## src/rtl/rxq_pkg.sv

```systemverilog
package rxq_pkg;
    typedef enum logic {
        MODE_CHAR = 1'b0,
        MODE_FIFO = 1'b1
    } rxq_mode_e;
endpackage

```

## src/rtl/rxq_ctrl.sv

```systemverilog
module rxq_ctrl
    import rxq_pkg::*;
#(
    parameter int DEEP    = 16,
    parameter int SHALLOW = 1,
    parameter int CNT_W   = 5
) (
    input  logic             clk,
    input  logic             rst_n,
    input  logic             fifo_en,
    input  logic             rx_reset,
    output logic             flush,
    output logic [CNT_W-1:0] depth
);
    rxq_mode_e state, state_nx;

    // Next mode follows the level input.
    assign state_nx = fifo_en ? MODE_FIFO : MODE_CHAR;

    always_ff @(posedge clk) begin
        if (!rst_n) state <= MODE_CHAR;
        else        state <= state_nx;
    end

    always_comb begin
        flush = 1'b0;
        depth = CNT_W'(SHALLOW);
        unique case (state)
            MODE_CHAR: begin
                depth = CNT_W'(SHALLOW);
                flush = fifo_en;                 // ENABLE
            end
            MODE_FIFO: begin
                depth = CNT_W'(DEEP);
                flush = !fifo_en || rx_reset;    // DISABLE or RESTART
            end
            default: ;
        endcase
    end
endmodule

```

## src/rtl/rxq_store.sv

```systemverilog
module rxq_store #(
    parameter int          DATA_W    = 8,
    parameter int          DEEP      = 16,
    parameter int          CNT_W     = 5,
    parameter int          PTR_W     = 4,
    parameter logic [DATA_W-1:0] EMPTY_VAL = '1
) (
    input  logic              clk,
    input  logic              rst_n,
    input  logic              flush,
    input  logic [CNT_W-1:0]  depth,
    input  logic              push,
    input  logic [DATA_W-1:0] push_data,
    input  logic              pop,
    output logic [DATA_W-1:0] pop_data,
    output logic [CNT_W-1:0]  count,
    output logic              empty,
    output logic              full,
    output logic              overrun
);
    logic [DATA_W-1:0] mem [DEEP];
    logic [PTR_W-1:0]  rd_ptr, wr_ptr;
    logic [CNT_W-1:0]  cnt;
    logic              do_push, do_pop;

    function automatic logic [PTR_W-1:0] step(input logic [PTR_W-1:0] p,
                                              input logic [CNT_W-1:0] lim);
        logic [CNT_W-1:0] n;
        n = CNT_W'(p) + CNT_W'(1);
        return (n >= lim) ? '0 : p + PTR_W'(1);
    endfunction

    assign empty    = (cnt == '0);
    assign full     = (cnt == depth);
    assign do_pop   = pop && !empty && !flush;
    assign do_push  = push && !flush && (!full || do_pop);
    assign overrun  = push && !flush && full && !do_pop;
    assign pop_data = empty ? EMPTY_VAL : mem[rd_ptr];
    assign count    = cnt;

    always_ff @(posedge clk) begin
        if (!rst_n || flush) begin
            rd_ptr <= '0;
            wr_ptr <= '0;
            cnt    <= '0;
        end else begin
            if (do_pop)  rd_ptr <= step(rd_ptr, depth);
            if (do_push) wr_ptr <= step(wr_ptr, depth);
            unique case ({do_push, do_pop})
                2'b10:   cnt <= cnt + CNT_W'(1);
                2'b01:   cnt <= cnt - CNT_W'(1);
                default: cnt <= cnt;
            endcase
        end
    end

    always_ff @(posedge clk) begin
        if (do_push) mem[wr_ptr] <= push_data;
    end

    // occupancy never passes the active capacity
    p_cap_r3: assert property (@(posedge clk) disable iff (!rst_n)
        count <= depth);

    // a refused push leaves the occupancy alone
    p_reject_r4: assert property (@(posedge clk) disable iff (!rst_n)
        overrun |=> (count == $past(count)));

    // popping an empty queue does nothing
    p_pop_empty_r5: assert property (@(posedge clk) disable iff (!rst_n)
        (pop && empty && !push && !flush) |=> (count == '0));

    // paired push and pop keep the occupancy
    p_pair_r8: assert property (@(posedge clk) disable iff (!rst_n)
        (push && pop && !empty && !flush) |=> (count == $past(count)));

    // flush wins over any same-cycle traffic
    p_flush_r9: assert property (@(posedge clk) disable iff (!rst_n)
        flush |=> (count == '0));
endmodule

```

## src/rtl/rx_depth_queue.sv

```systemverilog
module rx_depth_queue #(
    parameter int DATA_W  = 8,
    parameter int DEEP    = 16,
    parameter int SHALLOW = 1
) (
    input  logic              clk,
    input  logic              rst_n,
    input  logic              fifo_en,
    input  logic              rx_reset,
    input  logic              push,
    input  logic [DATA_W-1:0] push_data,
    input  logic              pop,
    output logic [DATA_W-1:0] pop_data,
    output logic [$clog2(DEEP+1)-1:0] count,
    output logic              empty,
    output logic              full,
    output logic              overrun
);
    localparam int CNT_W = $clog2(DEEP + 1);
    localparam int PTR_W = (DEEP > 1) ? $clog2(DEEP) : 1;

    logic             flush;
    logic [CNT_W-1:0] depth;

    rxq_ctrl #(.DEEP(DEEP), .SHALLOW(SHALLOW), .CNT_W(CNT_W)) u_ctrl (
        .clk      (clk),
        .rst_n    (rst_n),
        .fifo_en  (fifo_en),
        .rx_reset (rx_reset),
        .flush    (flush),
        .depth    (depth)
    );

    rxq_store #(.DATA_W(DATA_W), .DEEP(DEEP), .CNT_W(CNT_W), .PTR_W(PTR_W)) u_store (
        .clk       (clk),
        .rst_n     (rst_n),
        .flush     (flush),
        .depth     (depth),
        .push      (push),
        .push_data (push_data),
        .pop       (pop),
        .pop_data  (pop_data),
        .count     (count),
        .empty     (empty),
        .full      (full),
        .overrun   (overrun)
    );

    // in the single-byte mode the occupancy stays at most one
    p_char_cap_r2: assert property (@(posedge clk) disable iff (!rst_n)
        (depth == CNT_W'(SHALLOW)) |-> (count <= CNT_W'(SHALLOW)));
endmodule

```

## config.mk

```make
export PLATFORM = sky130hd
export DESIGN_NAME = rx_depth_queue
export DESIGN_NICKNAME = d
export VERILOG_FILES = /design/src/rtl/rxq_pkg.sv /design/src/rtl/rxq_ctrl.sv /design/src/rtl/rxq_store.sv /design/src/rtl/rx_depth_queue.sv
export SDC_FILE = /design/constraint.sdc
export NUM_CORES = 1
export LEC_CHECK = 0
export ABC_AREA = 1
export BUFFER_PORTS_ARGS = -buffer_cell sky130_fd_sc_hd__buf_4
export CORE_MARGIN = 3
export CORE_UTILIZATION = 50
export DETAILED_ROUTE_END_ITERATION = 8
export PLACE_DENSITY = 0.67
export SKIP_CTS_REPAIR_TIMING = 1
export SLEW_MARGIN = 20
export SYNTH_ARGS = -nofsm -noshare
export SYNTH_HDL_FRONTEND = slang
export SYNTH_HIERARCHICAL = 1
export SYNTH_SLANG_ARGS = --single-unit
```

## constraint.sdc

```tcl
create_clock -name clk -period 5.3 [get_ports clk]
set_input_delay 1.06 -clock clk [delete_from_list [all_inputs] [get_ports clk]]
set_output_delay 1.06 -clock clk [all_outputs]
set_load 0.05 [all_outputs]
```

After elaboration in Yosys (flattened, before gate mapping)

Memories as Yosys holds them, arrays and structs flattened. A register that Yosys moved wholly into a read port is not among the register bits.
Cells that the tools add are included.

Add/subtract/negate cells: 6
Eq/ne operators: 3
Mux-type cells: 11
Shifts and indexed selects: 0
Divide/modulo/power cells: 0
Magnitude comparators: 2
Multipliers: 0
Reductions and logical operators: 17
Bitwise operators: 1

Operators by type and width:

| kind                                                 | count |
|---|---|
| one-hot mux 5 bit (2 select lines)                   | 2 |
| 2-to-1 mux 4 bit                                     | 4 |
| adder 4 x 1 -> 5 bit (second input constant)         | 2 |
| greater-or-equal comparator 5 bit                    | 2 |
| adder 4 x 1 -> 4 bit (second input constant)         | 2 |
| 2-to-1 mux 8 bit                                     | 1 |
| logical AND 1 bit                                    | 6 |
| zero test 1 bit                                      | 6 |
| adder 5 x 1 -> 5 bit (second input constant)         | 1 |
| equality test 5 bit                                  | 1 |
| zero test 5 bit                                      | 1 |
| subtractor 5 x 1 -> 5 bit (second input constant)    | 1 |
| logical OR 1 bit                                     | 3 |
| 2-to-1 mux 1 bit                                     | 3 |
| equality test 2 x 1 -> 1 bit (second input constant) | 1 |
| equality test 2 bit (second input constant)          | 1 |
| one-hot mux 1 bit (2 select lines)                   | 1 |
| nonzero test 2 bit                                   | 1 |
| inverter 1 bit                                       | 1 |

Input port bits: 14
Word-level logic and storage cells: 45
Output and inout bits: 16
Memory bits (writable): 128
Memories: 1
Bits in latches: 0
Bits in registers: 14
Memory bits (read-only): 0

Memory list:

| memory      | words | width | rd ports | clocked after memory_dff | write ports | line            | text |
|---|---|---|---|---|---|---|---|
| u_store.mem | 16    | 8     | 1        | 1                        | 1           | rxq_store.sv:21 | `logic [DATA_W-1:0] mem [DEEP];` |

Logic depth before layout (Yosys ltp)

Word-level depth: 9
Mapped depth: 18
Gate-level depth less buffers: 18

Modules after synthesis

The synthesis kept the hierarchy.

By module, submodules not included:

| module    | area each (um^2) | instances | sequential area each (um^2) | cells an instance |
|---|---|---|---|---|
| rxq_store | 6406.1           | 1         | 4184.0                      | 575 |
| rxq_ctrl  | 87.6             | 1         | 20.0                        | 15 |

Least setup slack after synthesis

OpenSTA, ideal clock, no wires.

Path kind: input to output
From: input rx_reset
To: output overrun
Data required time: 4240 ps
Path slack: 1653 ps
Cell stages on the path: 8
Buffers on the path: 0
Arrival time: 2587 ps
Path through: inv_1 nand2_1 nand2_1 nand2_1 inv_1 nand3_4 nand2_4 nor3_1

Longest elaborated chain between the ends: 6
Elaborated cells between the ends (all ways): 8
Classes of those cells: mux (1); reduce/logical (7)

RTL lines:

| item                                                 | line                             | text |
|---|---|---|
| start, declared                                      | rx_depth_queue.sv:9              | `input logic rx_reset,` |
| logical OR 1 bit *                                   | rxq_ctrl.sv:35                   | `flush = !fifo_en \|\| rx_reset;` |
| one-hot mux 1 bit (2 select lines) *                 | rxq_ctrl.sv:28                   | `unique case (state)` |
| named net flush                                      | rx_depth_queue.sv:22             | `logic flush;` |
| zero test 1 bit *                                    | rxq_store.sv:35, rxq_store.sv:37 |  |
| logical AND 1 bit, on equally long branches          | rxq_store.sv:37, rxq_store.sv:35 |  |
| logical AND 1 bit or zero test 1 bit (tied branches) | rxq_store.sv:37                  | `assign overrun = push && !flush && full && !do_pop;` |
| logical AND 1 bit *                                  | rxq_store.sv:37                  |  |
| end, declared                                        | rx_depth_queue.sv:17             | `output logic overrun` |

Mark *: on every way through the listed nets, which the timed path passes. The rest lies on a longest branch.

==> flow_summary.json <==
{
  "end_kind": "primary output",
  "leakagePower_uw": 0.00262,
  "place_area_sq_um": 6830,
  "hold_viol": 0,
  "cp_data_required_time_ns": 4.24,
  "start_util_pct": 51.2,
  "grt_pass1_vias": 4403,
  "max_freq_mhz": 253,
  "min_path_type": "reg2reg",
  "die_width_um": 120,
  "wirelength_um": 15700,
  "clock_latency_ns": 0.42,
  "drc_errors": 0,
  "cts_max_path_buffers": 2,
  "dr_total_vias": 4507,
  "crit_type": "reg2out",
  "maxSlewHeadroom_pct": 28.1,
  "ant_nets": 0,
  "synth_area_leaders": "edfxtp_1 (59%), nor2_1 (6.9%), dfxtp_1 (5.5%)",
  "multi_input_area_sq_um": 2070,
  "die_area_sq_um": 14400,
  "fill_cells": 1061,
  "rsz0062_at_grt": "no",
  "tns_ns": 0,
  "drive_gt1_share_pct": 14.3,
  "ys_ff_latch": 146,
  "antenna_found_initial": 0,
  "p_per_area_nw_per_um2": 336,
  "grt_max_degree": 66,
  "finalClockSkew_ns": 0.00846,
  "synthFlopType": "edfxtp_1",
  "worst_path_max_delay_cell": "inv_2",
  "cts_root_buffer": "clkbuf_16",
  "power_frac_clock_pct": 42.5,
  "final_nets": 644,
  "status": "completed",
  "final_common_cell": "edfxtp_1",
  "cts_tree": "built",
  "cp-start-kind": "flip-flop",
  "grt_pass1_wl_um": 24100,
  "ys_types": 31,
  "numCtsBuffers": 17,
  "cts.reportedPaths.clkPinSlew_ns": 0.06,
  "ff_latch_area_sq_um": 4210,
  "setup_viol": 0,
  "synth_top_area_share_pct": 59.2,
  "place.gp.congestion": 0.899,
  "place_hpwl_um": 10300,
  "synth_area_per_cell_sq_um": 11.0,
  "cell_internal_pwr_uw": 1930,
  "slowest_delay_ns": 0.54,
  "post-route-min-period_ns": 3.95,
  "critPathTopFamily": "buffers and inverters",
  "die_h_um": 120,
  "grt.overflow.total": 0,
  "wl_per_cell_um": 19.7,
  "yosysSeqAreaShare_pct": 64.7,
  "maxCapViolations": 0,
  "crit_chain": "buf_4 > inv_2 > o21ai_0 > o211ai_1 > nand3_1 > nand3_1 > buf_4",
  "design.core.area_sq_um": 12700,
  "netlist_area_sq_um": 6490,
  "period_share_pct": 74.5,
  "drt_pass1_iterations": 5,
  "viasPerCell": 5.66,
  "synthCells": 590,
  "antenna_cells": 0,
  "report.final.slew_viol_count": 0,
  "yosysTopAreaCell": "edfxtp_1",
  "final_cell_mix": "edfxtp_1 (128), nor2_1 (119), o21ai_0 (66)",
  "cp.arrival_ns": 2.89,
  "ys_async_sr_fraction_pct": 0,
  "cts.sinks": 146,
  "cp_max_fo": 65,
  "portBuffers": 29,
  "io_pins": 30,
  "critical_path_buf_inv_count": 3,
  "h-tree-depth": 4,
  "worst_slew_pin_slew_ns": 1.08,
  "track_usage_pct": 22.7,
  "area_growth_pct": 14.0,
  "rows": 41,
  "p_seq_share_pct": 50.7,
  "swShare_pct": 22.4,
  "ir_drop_uv": 224,
  "power_frac_comb_pct": 6.8,
  "yosys_warnings": 6,
  "power.switching_uw": 558,
  "synth-edff-count": 128,
  "drtIter0Drc": 378,
  "final_area_sq_um": 7400
}
[tightest hold or removal path: stages (launching register included)]
cell and delay (ns):
dfxtp_1 0.31, nand2_1 0.06, a21oi_1 0.09
[per-stage QoR]
step                setup WS [ns]  hold slack (ns)  utilization (%)  power, uW  cells
detailed placement           1.83            0.505             53.9       1450    764
finish                       1.35            0.519             58.4       2490    796
global placement             1.83            0.489             53.6       1450    764
global route                 1.17            0.554             58.4       2580    796
floorplan                    1.65            0.459                -       1390    592
CTS                          1.37            0.514             58.0       2510    796
[routing by layer]
metal	GRT usage, %	share of wire [%]	vias up
li1	-	-	2121
met1	28.6	42	2176
met2	36.2	49	175
met3	6.31	6.2	35
met4	11.1	3.2	0
met5	0	0	-
[path summary, 6_finish.rpt]
kind	start	end	slack, ns	depth (start not counted)
min	u_store/rd_ptr[3]	u_store/rd_ptr[3]	0.52	2
max reg2reg	u_store/count[0]	u_store/count[4]	2.62	15
min reg2reg	u_store/rd_ptr[3]	u_store/rd_ptr[3]	0.52	2
max	flip-flop	pop_data[3]	1.35	7
[power groups by stage]
| stage | clock [uW] | sequential, uW | combinational [uW] |
|---|---|---|---|
| 5_1_grt | 1130 | 1260 | 183 |
| 6_report | 1060 | 1260 | 170 |
| 3_5_place_dp | 0 | 1290 | 166 |
| 4_1_cts | 1080 | 1260 | 167 |
| 3_3_place_gp | 0 | 1290 | 162 |
| 2_1_floorplan | 0 | 1290 | 100 |
[area by class of cell]
| class | count | area share [%] |
|---|---|---|
| Clock buffer | 18 | 5.80 |
| Multi-Input combinational cell | 374 | 28.0 |
| Inverter | 42 | 2.13 |
| Sequential cell | 146 | 56.8 |
| Timing Repair Buffer | 30 | 3.04 |
| Tap cell | 172 | 2.91 |
| Clock inverter | 14 | 1.32 |
[synthesized netlist by cell type, drive strengths merged (5+ instances only)]
master	count
o21ai	69
inv	41
nor2	120
xor2	5
nand2	47
o211ai	32
edfxtp	128
buf	15
ha	18
nor3	20
dfxtp	18
nand3	37
clkbuf	15
a21oi	12
[kinds of logic after synthesis]
logic type / synth area share [%]
simple gates: 15.6
flops: 64.7
compound gates: 10.2
buf+inv: 4.70
fa+ha+maj: 3.78
xor+xnor: 0.944
other cells: 0.0577
[state kept, by name (all words and copies together), names as in the netlist, named ones only]
name / count
u_ctrl/state: 1
u_store/mem: 128
u_store/count: 5
u_store/wr_ptr: 4
u_store/rd_ptr: 4
Note: power is estimated with default switching activity, not from simulation.
